**src/rtl/rxc_pkg.sv**
```systemverilog
package rxc_pkg;

    typedef enum logic [1:0] {
        SEL_CRC   = 2'd0,
        SEL_ALIGN = 2'd1,
        SEL_RUNT  = 2'd2,
        SEL_OVS   = 2'd3
    } rxc_sel_e;

    localparam int NUM_WIDE = 3;
    localparam int NUM_CAT  = 4;
    localparam int SEL_W    = 2;

endpackage

```
**src/rtl/rxc_classify.sv**
```systemverilog
module rxc_classify #(
    parameter int LEN_W   = 16,
    parameter int MIN_LEN = 64,
    parameter int MAX_LEN = 1518
) (
    input  logic                          done_i,
    input  logic [LEN_W-1:0]              len_i,
    input  logic                          crc_i,
    input  logic                          ferr_i,
    output logic [rxc_pkg::NUM_CAT-1:0]   hit_o
);
    import rxc_pkg::*;

    localparam logic [LEN_W-1:0] MIN_L = LEN_W'(MIN_LEN);
    localparam logic [LEN_W-1:0] MAX_L = LEN_W'(MAX_LEN);

    always_comb begin
        hit_o            = '0;
        hit_o[SEL_CRC]   = done_i && crc_i && !ferr_i;
        hit_o[SEL_ALIGN] = done_i && crc_i && ferr_i;
        hit_o[SEL_RUNT]  = done_i && (len_i < MIN_L);
        hit_o[SEL_OVS]   = done_i && (len_i > MAX_L);
    end

endmodule

```
**src/rtl/rxc_wide_ctr.sv**
```systemverilog
module rxc_wide_ctr #(
    parameter int CW = 16
) (
    input  logic              clk,
    input  logic              rst_n,
    input  logic              inc_i,
    input  logic              rd_i,
    output logic [CW/2-1:0]   byte_o
);
    localparam int HALF = CW / 2;

    typedef struct packed {
        logic [CW-1:0] cnt;
        logic          frozen;
        logic          pend;
    } wst_t;

    wst_t st_d, st_q;

    always_comb begin
        st_d = st_q;
        if (rd_i) begin
            if (!st_q.frozen) begin
                // upper byte taken: hold value, remember same-edge event
                st_d.frozen = 1'b1;
                st_d.pend   = inc_i;
            end else begin
                // lower byte taken: restart, keeping one missed event
                st_d.frozen = 1'b0;
                st_d.pend   = 1'b0;
                st_d.cnt    = (st_q.pend || inc_i) ? CW'(1) : '0;
            end
        end else if (inc_i) begin
            if (st_q.frozen) begin
                st_d.pend = 1'b1;
            end else if (st_q.cnt != {CW{1'b1}}) begin
                st_d.cnt = st_q.cnt + CW'(1);
            end
        end
    end

    always_ff @(posedge clk or negedge rst_n) begin
        if (!rst_n) begin
            st_q <= '0;
        end else begin
            st_q <= st_d;
        end
    end

    assign byte_o = st_q.frozen ? st_q.cnt[HALF-1:0] : st_q.cnt[CW-1:HALF];

endmodule

```
**src/rtl/rxc_snap_ctr.sv**
```systemverilog
module rxc_snap_ctr #(
    parameter int CW = 8
) (
    input  logic          clk,
    input  logic          rst_n,
    input  logic          inc_i,
    input  logic          rd_i,
    output logic [CW-1:0] value_o
);
    typedef struct packed {
        logic [CW-1:0] cnt;
        logic          busy;
        logic          pend;
    } sst_t;

    sst_t st_d, st_q;

    always_comb begin
        st_d = st_q;
        if (st_q.busy) begin
            // read completes this edge
            st_d.busy = 1'b0;
            st_d.pend = 1'b0;
            st_d.cnt  = (st_q.pend || inc_i) ? CW'(1) : '0;
        end else if (rd_i) begin
            st_d.busy = 1'b1;
            st_d.pend = inc_i;
        end else if (inc_i && (st_q.cnt != {CW{1'b1}})) begin
            st_d.cnt = st_q.cnt + CW'(1);
        end
    end

    always_ff @(posedge clk or negedge rst_n) begin
        if (!rst_n) begin
            st_q <= '0;
        end else begin
            st_q <= st_d;
        end
    end

    assign value_o = st_q.cnt;

endmodule

```
**src/rtl/rxc_err_stats.sv**
```systemverilog
module rxc_err_stats #(
    parameter int LEN_W   = 16,
    parameter int MIN_LEN = 64,
    parameter int MAX_LEN = 1518,
    parameter int WIDE_W  = 16,
    parameter int OVS_W   = 8
) (
    input  logic                 clk,
    input  logic                 rst_n,
    input  logic                 frame_done,
    input  logic [LEN_W-1:0]     frame_len,
    input  logic                 crc_err,
    input  logic                 frame_err,
    input  logic                 rd_strobe,
    input  logic [1:0]           rd_sel,
    output logic                 rd_valid,
    output logic [WIDE_W/2-1:0]  rd_data
);
    import rxc_pkg::*;

    localparam int DATA_W = WIDE_W / 2;

    typedef struct packed {
        logic              valid;
        logic [DATA_W-1:0] data;
    } rsp_t;

    logic [NUM_CAT-1:0] hit;
    logic [DATA_W-1:0]  wide_byte [NUM_WIDE];
    logic [OVS_W-1:0]   ovs_val;
    rsp_t               rsp_d, rsp_q;

    rxc_classify #(
        .LEN_W   (LEN_W),
        .MIN_LEN (MIN_LEN),
        .MAX_LEN (MAX_LEN)
    ) u_cls (
        .done_i (frame_done),
        .len_i  (frame_len),
        .crc_i  (crc_err),
        .ferr_i (frame_err),
        .hit_o  (hit)
    );

    for (genvar i = 0; i < NUM_WIDE; i++) begin : g_wide
        rxc_wide_ctr #(.CW(WIDE_W)) u_ctr (
            .clk    (clk),
            .rst_n  (rst_n),
            .inc_i  (hit[i]),
            .rd_i   (rd_strobe && (rd_sel == SEL_W'(i))),
            .byte_o (wide_byte[i])
        );
    end

    rxc_snap_ctr #(.CW(OVS_W)) u_ovs (
        .clk     (clk),
        .rst_n   (rst_n),
        .inc_i   (hit[SEL_OVS]),
        .rd_i    (rd_strobe && (rd_sel == SEL_OVS)),
        .value_o (ovs_val)
    );

    always_comb begin
        rsp_d.valid = rd_strobe;
        rsp_d.data  = rsp_q.data;
        if (rd_strobe) begin
            case (rxc_sel_e'(rd_sel))
                SEL_CRC:   rsp_d.data = wide_byte[0];
                SEL_ALIGN: rsp_d.data = wide_byte[1];
                SEL_RUNT:  rsp_d.data = wide_byte[2];
                default:   rsp_d.data = DATA_W'(ovs_val);
            endcase
        end
    end

    always_ff @(posedge clk or negedge rst_n) begin
        if (!rst_n) begin
            rsp_q <= '0;
        end else begin
            rsp_q <= rsp_d;
        end
    end

    assign rd_valid = rsp_q.valid;
    assign rd_data  = rsp_q.data;

endmodule

```
**config.mk**
```make
export PLATFORM = sky130hd
export DESIGN_NAME = rxc_err_stats
export DESIGN_NICKNAME = d
export VERILOG_FILES = /design/src/rtl/rxc_pkg.sv /design/src/rtl/rxc_classify.sv /design/src/rtl/rxc_wide_ctr.sv /design/src/rtl/rxc_snap_ctr.sv /design/src/rtl/rxc_err_stats.sv
export SDC_FILE = /design/constraint.sdc
export NUM_CORES = 1
export LEC_CHECK = 0
export CELL_PAD_IN_SITES_DETAIL_PLACEMENT = 1
export CELL_PAD_IN_SITES_GLOBAL_PLACEMENT = 2
export CORE_MARGIN = 2
export CORE_UTILIZATION = 30
export CTS_CLUSTER_SIZE = 40
export DETAILED_ROUTE_END_ITERATION = 8
export PLACE_DENSITY_LB_ADDON = 0.1
export RECOVER_POWER = 50
export SYNTH_ARGS = -nofsm -noshare
export SYNTH_HDL_FRONTEND = slang
export SYNTH_SLANG_ARGS = --single-unit
```
**constraint.sdc**
```tcl
create_clock -name clk -period 4.3 [get_ports clk]
set_input_delay 0.86 -clock clk [delete_from_list [all_inputs] [get_ports clk]]
set_output_delay 0.86 -clock clk [all_outputs]
set_load 0.02 [all_outputs]
```
==> key figures, run 1 <==
Logic synthesis
  – Largest family of logic cells by synthesized area: compound AO/OA/AOI/OAI gates
  – Yosys warns: 0
  – Simple-gate portion of the synthesized area: 0.2209
  – Cells after Synth: 527
  – Synth Register Bits: 73
  – Post-synthesis compound-gate area fraction: 0.2591
  – Post-Synth XOR/XNOR Area: 0.01518
  – Mux cell area share after synthesis: 0.03930
  – Register area share after synthesis: 0.3957
  – Number of synthesized flops with an enable pin: 0
  – Synth Flop Type: dfrtp_1
  – Post-synthesis cell type count: 60
  – FFs w/ async S/R, synth: 1.000
  – Syn nets: 558
  – Synthesized area per cell: 8.761 um2
  – Synth Area in Adders: 0.01897
  – Synthesized area: 4617 um2

Timing
  – Setup TNS: 0 ns
  – Final Max Slew Viols: 74
  – Layout Skew: 0.007920 ns
  – Slew Limit Headroom: -0.3165
  – RSZ-0062 raised after global routing: false
  – FMAX: 0.3060 GHz
  – Tcrit/Tclk final: 0.7600
  – Final hold violation count: 0
  – WHS: 0.5080 ns
  – Slew @ Worst Pin: 1.975 ns
  – Setup slack after layout: 1.032 ns
  – Clock period minus worst slack: 3.268 ns
  – Setup violators final: 0

Placed design
  – Detail Placement HPWL: 9977 um
  – Dpl cell area: 5059 um2
  – GPL Wtd Cong: 0.8017
  – PortBufs: 32
  – Placed Cells incl. Taps: 719
  – Dpl ws: 0.7357 ns

Global routing
  – Tot GR Track Use: 0.1829
  – First-pass GRT wire length: 23450 um
  – Vias in the first global route: 4354
  – Grt total ovfl: 0
  – Largest net degree at the start of global routing: 74
  – Initial antenna violation count: 0

Floorplanning
  – Die ar.: 16400 um2
  – Die X: 128.1 um
  – Die Span Y: 128.1 um
  – Starting density of the core: 0.3048
  – Rows: 45
  – IO Pins: 33
  – Core footprint: 15150 um2

Setup path
  – Arrival @ worst endpoint: 3.52 ns
  – Critical Path End Type: register
  – Required time worst endpoint: 4.55 ns
  – Setup crit start kind: primary input
  – Setup Crit Path Kind: primary input to register
  – CP max FO: 14

Route
  – Initial DRC count: 223
  – DR WL met2: 6465 um
  – Total wire length: 14140 um
  – Pre-antenna DRT Iters: 4
  – Via density per instance: 5.657
  – M1 wire length: 7166 um
  – DRC viols: 0
  – Uppermost layer routed: met4
  – Vias: 4158
  – Final antenna-violating net count: 0
  – Met3 WL: 327 um
  – Per-cell routed wire length: 19.24 um

Clocking
  – CTS Sinks: 73
  – Max clock buf depth: 2
  – Root buffer cell: clkbuf_16
  – CTS clk-pin slew, worst paths: 0.06 ns
  – CTS H-tree lvls: 3
  – TritonCTS clock tree: yes
  – Post-CTS resize count: 0
  – Num CTS Buffers: 9
  – Setup bufs post-CTS: 0
  – Post-CTS Hold Fix Bufs: 0
  – Clk_lat worst skew: 0.35 ns

Layout
  – Fillers: 1739
  – Synthesis-to-finish area growth: 15.72%
  – Final cell count without fillers: 735
  – Commonest non-fill, non-tap cell in the layout: dfrtp_1
  – Register area: 1827 um2
  – Fraction of layout cells with a size suffix above 1: 0.06764
  – Final Util: 0.3527
  – Nets: 573
  – Cell area after layout: 5343 um2
  – Ant diodes: 0
  – Most frequent cells in the layout: dfrtp_1, a21oi_1, nand2_1
  – Multi-input gate area: 2555 um2

Power and ir drop
  – Maximum vdd drop: 0.1827 mV
  – Sw frac: 0.3464
  – Power per cell area: 415.9 nW/um2
  – Reg power frac: 0.425
  – Comb pwr share: 0.230
  – Clock share of power: 0.346
  – Leakage: 2.040 nW
  – Internal: 1.452 mW
  – Net Switching: 769.7 uW
  – Power Total: 2.222 mW

Hold path
  – Worst hold path type: register to register

Run
  – Maxcap violations: 1

Status
  – Failing checks: max-capacitance violations, max-slew violations
  – Status: complete, but fails checks
[power groups by stage]
stage          registers, mW  clock network [mW]  logic [mW]
2_1_floorplan          0.865                   0       0.424
3_3_place_gp           0.955                   0       0.505
3_5_place_dp           0.956                   0       0.518
4_1_cts                0.944               0.786       0.521
5_1_grt                0.966               0.822       0.580
6_report               0.944               0.768       0.510
[metal layers]
layer | global-route usage | up-vias
met1 | 0.2549 | 2079
met5 | 0 | -
li1 | - | 2012
met3 | 0.03214 | 13
met4 | 0.05171 | 0
met2 | 0.2925 | 54
[cell usage after synthesis, types with 13 or more instances]
| library cell | instances | area share |
|---|---|---|
| mux2i_1 | 17 | 0.037 |
| clkbuf_1 | 20 | 0.016 |
| nand2_1 | 43 | 0.035 |
| o21ai_1 | 15 | 0.016 |
| a211oi_1 | 18 | 0.029 |
| o31ai_1 | 25 | 0.041 |
| nor2_1 | 40 | 0.033 |
| nand3_1 | 23 | 0.025 |
| nor2b_1 | 13 | 0.018 |
| a21oi_1 | 46 | 0.050 |
| dfrtp_1 | 73 | 0.40 |
| o21ai_0 | 36 | 0.039 |
[worst max-delay path, cell delays in order]
cell           delay [ns]
dlygate4sd3_1        0.67
buf_4                0.24
nor3b_2              0.24
inv_2                0.15
ha_1                 0.34
a31o_1               0.36
or3_1                0.43
o31ai_1              0.21
[cell type report]
class	instances	area share
Inverter	13	0.009133
Clock buffer	13	0.04684
Sequential cell	73	0.3419
Multi-Input combinational cell	403	0.4782
Clock inverter	3	0.007494
Tap cell	188	0.04403
Timing Repair Buffer	42	0.07237
[path summary, 6_finish.rpt]
check	start	to	slack [ns]	cells past startpoint
max	rd_sel[1]	g_wide[0].u_ctr.st_q[16]	1.03	8
max reg2reg	g_wide[1].u_ctr.st_q[2]	g_wide[1].u_ctr.st_q[14]	1.85	7
min	g_wide[2].u_ctr.st_q[17]	g_wide[2].u_ctr.st_q[17]	0.51	1
min reg2reg	g_wide[2].u_ctr.st_q[17]	g_wide[2].u_ctr.st_q[17]	0.51	1
min in group asynchronous	rst_n	g_wide[2].u_ctr.st_q[9]	1.07	1
max in group asynchronous	rst_n	g_wide[0].u_ctr.st_q[0]	2.06	1
[state kept, by name (all words and copies together) (netlist names)]
| register | cells |
|---|---|
| u_ovs.st_q | 2 |
| u_ovs.value_o | 8 |
| rd_data | 8 |
| rd_valid | 1 |
| g_wide.u_ctr.st_q | 54 |
[cells by family (layout without fill, tap and decap cells)]
group,Yosys count,in the layout
DFF,73,73
muxes,18,18
xor gates and xnor gates,8,8
adders and majority gates,7,7
and+or+nand+nor,188,188
AOI/OAI and AO/OA,182,182
buffers and inverters,51,71
(Power assumes the default switching activity.)
==> run 2: changes to the inputs <==
==> constraint.sdc (replaced) <==
create_clock -name clk -period 3.24 [get_ports clk]
set_input_delay 0.648 -clock clk [delete_from_list [all_inputs] [get_ports clk]]
set_output_delay 0.648 -clock clk [all_outputs]
set_load 0.02 [all_outputs]
==> key figures, run 2 (synthesized netlist as in run 1, its figures left out) <==
Global routing
  – M2 GR Usage: 0.2957
  – Routing usage on met1: 0.2444
  – Global routing usage on met3: 0.04132
  – GR peak layer: met2
  – First-pass GRT wire length: 23300 um
  – Tot GR Track Use: 0.1819
  – Initial antenna violation count: 0
  – Grt total ovfl: 0
  – Largest net degree at the start of global routing: 74
  – Vias in the first global route: 4338

Placed design
  – Dpl cell area: 5149 um2
  – Placed Cells incl. Taps: 731
  – PortBufs: 32
  – GPL Wtd Cong: 0.7659
  – Dpl ws: 0.1601 ns
  – Detail Placement HPWL: 10150 um

Timing
  – FMAX: 0.3589 GHz
  – Clock period minus worst slack: 2.787 ns
  – Final hold violation count: 0
  – Setup slack after layout: 0.4534 ns
  – WHS: 0.5004 ns
  – RSZ-0062 raised after global routing: false
  – Tcrit/Tclk final: 0.8601
  – Setup TNS: 0 ns
  – Slew @ Worst Pin: 1.948 ns
  – Setup violators final: 0
  – Layout Skew: 0.004552 ns
  – Slew Limit Headroom: -0.2984
  – Final Max Slew Viols: 74

Setup path
  – R2R Setup Slk: 0.88 ns
  – Required time worst endpoint: 3.47 ns
  – Setup crit start kind: primary input
  – R2r startpoint: g_wide[1].u_ctr.st_q[2]
  – Worst setup endpoint: u_ovs.value_o[5]
  – Setup Crit Path Kind: primary input to register
  – CP max FO: 18
  – Reg2Reg Capture Point: g_wide[1].u_ctr.st_q[6]
  – Critical Path End Type: register
  – FF-to-FF path depth: 6
  – CP startpoint: rd_strobe
  – Arrival @ worst endpoint: 3.02 ns

Status
  – Status: complete, but fails checks
  – Failing checks: max-capacitance violations, max-slew violations

Route
  – Pre-antenna DRT Iters: 4
  – Vias: 4166
  – Final antenna-violating net count: 0
  – Per-cell routed wire length: 18.93 um
  – DRC viols: 0
  – Total wire length: 14090 um
  – Via density per instance: 5.599
  – Initial DRC count: 176

Clocking
  – CTS Sinks: 73
  – CTS H-tree lvls: 3
  – CTS clk-pin slew, worst paths: 0.05 ns
  – Max clock buf depth: 2
  – TritonCTS clock tree: yes
  – Clk_lat worst skew: 0.34 ns
  – Root buffer cell: clkbuf_16
  – Setup bufs post-CTS: 0
  – Post-CTS resize count: 0
  – Post-CTS Hold Fix Bufs: 0
  – Num CTS Buffers: 9

Layout
  – Fillers: 1771
  – Most frequent cells in the layout: dfrtp_1, a21oi_1, nand2_1
  – Max reg flops: 54
  – Fraction of layout cells with a size suffix above 1: 0.08273
  – Ant diodes: 0
  – Commonest non-fill, non-tap cell in the layout: dfrtp_1
  – Cell area after layout: 5390 um2
  – Synthesis-to-finish area growth: 16.75%
  – Nets: 585
  – Most flop-heavy register: g_wide.u_ctr.st_q
  – Final Util: 0.3559
  – Final cell count without fillers: 744

Hold path
  – Worst hold path type: register to register

Floorplanning
  – IO Pins: 33
  – Die ar.: 16400 um2
  – Die X: 128.1 um
  – Starting density of the core: 0.3048
  – Rows: 45
  – Core footprint: 15150 um2
  – Die Span Y: 128.1 um

Power and ir drop
  – Leakage: 2.074 nW
  – Power Total: 2.900 mW
  – Maximum vdd drop: 0.3562 mV
  – Power per cell area: 538.1 nW/um2

Run
  – Maxcap violations: 1
run 2: cell types whose count changed in the layout (fill, tap and decap cells not counted):
| cell | before | now |
|---|---|---|
| buf_4 | 9 | 20 |
| clkdlybuf4s50_1 | 29 | 31 |
| dlygate4sd3_1 | 2 | 0 |
| bufinv_16 | 1 | 0 |
| clkinv_2 | 2 | 1 |
run 2: worst min path at each step:
stage	end	depth (start not counted)	startpoint
3_5_place_dp	g_wide[2].u_ctr.st_q[0]	2	g_wide[2].u_ctr.st_q[0]
6_report	g_wide[2].u_ctr.st_q[0]	2	g_wide[2].u_ctr.st_q[0]
3_3_place_gp	g_wide[2].u_ctr.st_q[0]	2	g_wide[2].u_ctr.st_q[0]
2_1_floorplan	g_wide[0].u_ctr.st_q[0]	0	rst_n
5_1_grt	g_wide[2].u_ctr.st_q[0]	2	g_wide[2].u_ctr.st_q[0]
4_1_cts	g_wide[2].u_ctr.st_q[0]	2	g_wide[2].u_ctr.st_q[0]
run 2: where the power goes:
| part | switching [mW] | leakage, nW | internal (mW) |
|---|---|---|---|
| registers | 0.198 | 0.974 | 1.03 |
| clock network | 0.380 | 0.124 | 0.526 |
| logic | 0.433 | 0.976 | 0.335 |
run 2: final cells by class:
type / instances / area (um2) / area share
multi-input cells: 403 / 2555 / 0.4740
flip-flops and latches: 73 / 1827 / 0.3389
repair buffers: 54 / 473.0 / 0.08774
clock buffers: 12 / 246.5 / 0.04573
well taps: 188 / 235.2 / 0.04364
inverters: 13 / 48.80 / 0.009053
clock inverters: 1 / 5.005 / 0.0009285
run 2: per-layer routing:
metal,vias to the layer above,share of wire
met1,2055,0.49
li1,2040,-
met5,-,0
met3,13,0.031
met4,0,0.012
met2,58,0.47
run 2: worst max-delay path: stages:
cell	delay [ns]
clkdlybuf4s50_1	0.55
clkbuf_1	0.69
nand3_1	0.33
o21a_1	0.20
nand2_1	0.22
nor3_1	0.10
mux2_2	0.27
==> run 3: changes to the inputs <==
--- a/config.mk
+++ b/config.mk
@@ -16,3 +16,4 @@
 export SYNTH_ARGS = -nofsm -noshare
 export SYNTH_HDL_FRONTEND = slang
 export SYNTH_SLANG_ARGS = --single-unit
+export TNS_END_PERCENT = 10
==> constraint.sdc (replaced) <==
create_clock -name clk -period 3.24 [get_ports clk]
set_input_delay 0.486 -clock clk [delete_from_list [all_inputs] [get_ports clk]]
set_output_delay 0.486 -clock clk [all_outputs]
set_load 0.02 [all_outputs]
==> key figures, run 3 (synthesized netlist as in run 1, its figures left out) <==
Layout
  – Cell area after layout: 5449 um2
  – Final Util: 0.3598
  – Most frequent cells in the layout: dfrtp_1, a21oi_1, nand2_1
  – Max reg flops: 54
  – Fraction of layout cells with a size suffix above 1: 0.08813
  – Ant diodes: 0
  – Commonest non-fill, non-tap cell in the layout: dfrtp_1
  – Synthesis-to-finish area growth: 18.02%
  – Nets: 582
  – Most flop-heavy register: g_wide.u_ctr.st_q

Timing
  – Setup TNS: 0 ns
  – Setup violators final: 0
  – Clock period minus worst slack: 2.774 ns
  – FMAX: 0.3605 GHz
  – Tcrit/Tclk final: 0.8561
  – Slew @ Worst Pin: 1.955 ns
  – RSZ-0062 raised after global routing: false
  – Final hold violation count: 0
  – Slew Limit Headroom: -0.3035
  – Layout Skew: 0.006162 ns
  – Final Max Slew Viols: 74

Route
  – Total wire length: 13890 um
  – Initial DRC count: 216
  – Final antenna-violating net count: 0
  – Per-cell routed wire length: 18.66 um
  – DRC viols: 0
  – Vias: 4178
  – Via density per instance: 5.616
  – Pre-antenna DRT Iters: 4

Setup path
  – CP max FO: 35
  – Setup Crit Path Kind: primary input to register
  – Required time worst endpoint: 3.51 ns
  – CP cell instances: dlygate4sd3_1 > buf_12 > nor2_1 > clkbuf_1 > o21ai_1 > or4_1 > a21oi_1
  – Crit path max-delay cell type: dlygate4sd3_1
  – Reg2Reg Capture Point: g_wide[1].u_ctr.st_q[14]
  – FF-to-FF path depth: 6
  – Setup crit start kind: primary input
  – R2R Setup Slk: 0.97 ns
  – Worst setup endpoint: g_wide[2].u_ctr.st_q[12]
  – CP startpoint: rd_sel[0]
  – R2r startpoint: g_wide[1].u_ctr.st_q[2]
  – Arrival @ worst endpoint: 3.05 ns
  – CP max stage delay: 0.63 ns
  – Critical Path End Type: register

Clocking
  – CTS clk-pin slew, worst paths: 0.06 ns
  – Post-CTS Hold Fix Bufs: 0
  – CTS Sinks: 73
  – CTS H-tree lvls: 3
  – Root buffer cell: clkbuf_16
  – Num CTS Buffers: 9
  – Max clock buf depth: 2
  – TritonCTS clock tree: yes
  – Setup bufs post-CTS: 0
  – Clk_lat worst skew: 0.35 ns
  – Post-CTS resize count: 0

Power and ir drop
  – Clock share of power: 0.352
  – Maximum vdd drop: 0.2862 mV
  – Sw frac: 0.3404
  – Leakage: 2.095 nW
  – Net Switching: 1.038 mW
  – Power per cell area: 559.7 nW/um2
  – Power Total: 3.050 mW
  – Comb pwr share: 0.256
  – Reg power frac: 0.392
  – Internal: 2.011 mW

Global routing
  – Grt total ovfl: 0
  – First-pass GRT wire length: 23250 um
  – M2 GR Usage: 0.2976
  – GR peak layer: met2
  – Vias in the first global route: 4370
  – Largest net degree at the start of global routing: 74
  – Global routing usage on met3: 0.02796
  – Tot GR Track Use: 0.1812
  – Initial antenna violation count: 0
  – Routing usage on met1: 0.2450

Hold path
  – Worst hold path type: register to register

Status
  – Status: complete, but fails checks
  – Failing checks: max-capacitance violations, max-slew violations

Floorplanning
  – Core footprint: 15150 um2
  – IO Pins: 33
  – Die X: 128.1 um
  – Die Span Y: 128.1 um
  – Die ar.: 16400 um2
  – Starting density of the core: 0.3048
  – Rows: 45

Placed design
  – Detail Placement HPWL: 10040 um
  – GPL Wtd Cong: 0.7547
  – PortBufs: 32
  – Dpl cell area: 5139 um2

Run
  – Maxcap violations: 1
-- run 3: changes by cell type in the layout (fill, tap and decap cells not counted) --
cell             before  now
clkbuf_8              1    3
clkdlybuf4s50_1      31   29
bufinv_16             0    1
buf_4                20   17
buf_12                0    1
dlygate4sd3_1         0    2
clkbuf_1              4    1
clkinvlp_4            0    2
-- run 3: area by class of cell --
cell class | instances | area [um2]
fill | 1782 | 9697
multi-input combinational | 403 | 2555
sequential | 73 | 1827
timing repair buffer | 51 | 466.7
clock buffer | 12 | 266.5
tap | 188 | 235.2
clock inverter | 4 | 50.05
inverter | 13 | 48.80
-- run 3: how the worst min path moves through the flow --
| stage | start | end | slack, ns | depth (start not counted) |
|---|---|---|---|---|
| 3_3_place_gp | g_wide[2].u_ctr.st_q[0] | g_wide[2].u_ctr.st_q[0] | 0.49 | 2 |
| 4_1_cts | rst_n | g_wide[2].u_ctr.st_q[7] | 0.36 | 1 |
| 3_5_place_dp | g_wide[2].u_ctr.st_q[0] | g_wide[2].u_ctr.st_q[0] | 0.50 | 2 |
| 2_1_floorplan | rst_n | g_wide[0].u_ctr.st_q[0] | 0.19 | 0 |
| 6_report | g_wide[2].u_ctr.st_q[0] | g_wide[2].u_ctr.st_q[0] | 0.51 | 2 |
| 5_1_grt | g_wide[2].u_ctr.st_q[17] | g_wide[2].u_ctr.st_q[17] | 0.55 | 1 |
-- run 3: power groups by stage --
stage	combinational, mW	clock [mW]	sequential, mW
after floorplan	0.563	0	1.15
after global placement	0.775	0	1.21
after detailed placement	0.794	0	1.21
after CTS	0.798	1.10	1.20
after global routing	0.884	1.14	1.23
final	0.782	1.07	1.19
-- run 3: critical path, delay by kind of cell --
kind | cells | cell delay (ns)
and+or+nand+nor | 2 | 0.62
buffers and inverters | 3 | 1.43
AOI/OAI and AO/OA | 2 | 0.50
-- run 3: stage by stage --
stage	instances	hold slack, ns	worst slack [ns]
final	744	0.5055	0.4662
after global routing	744	0.5457	0.2863
after CTS	744	0.3577	0.5918
after detailed placement	728	0.4963	0.2307
after global placement	728	0.4909	0.3054
after floorplan	527	0.1904	0.7225
-- run 3: metal layers --
metal	vias to the layer above	wire [um]
met5	-	0
met4	0	201
met3	12	272
met2	39	6595
met1	2093	6815
li1	2034	-
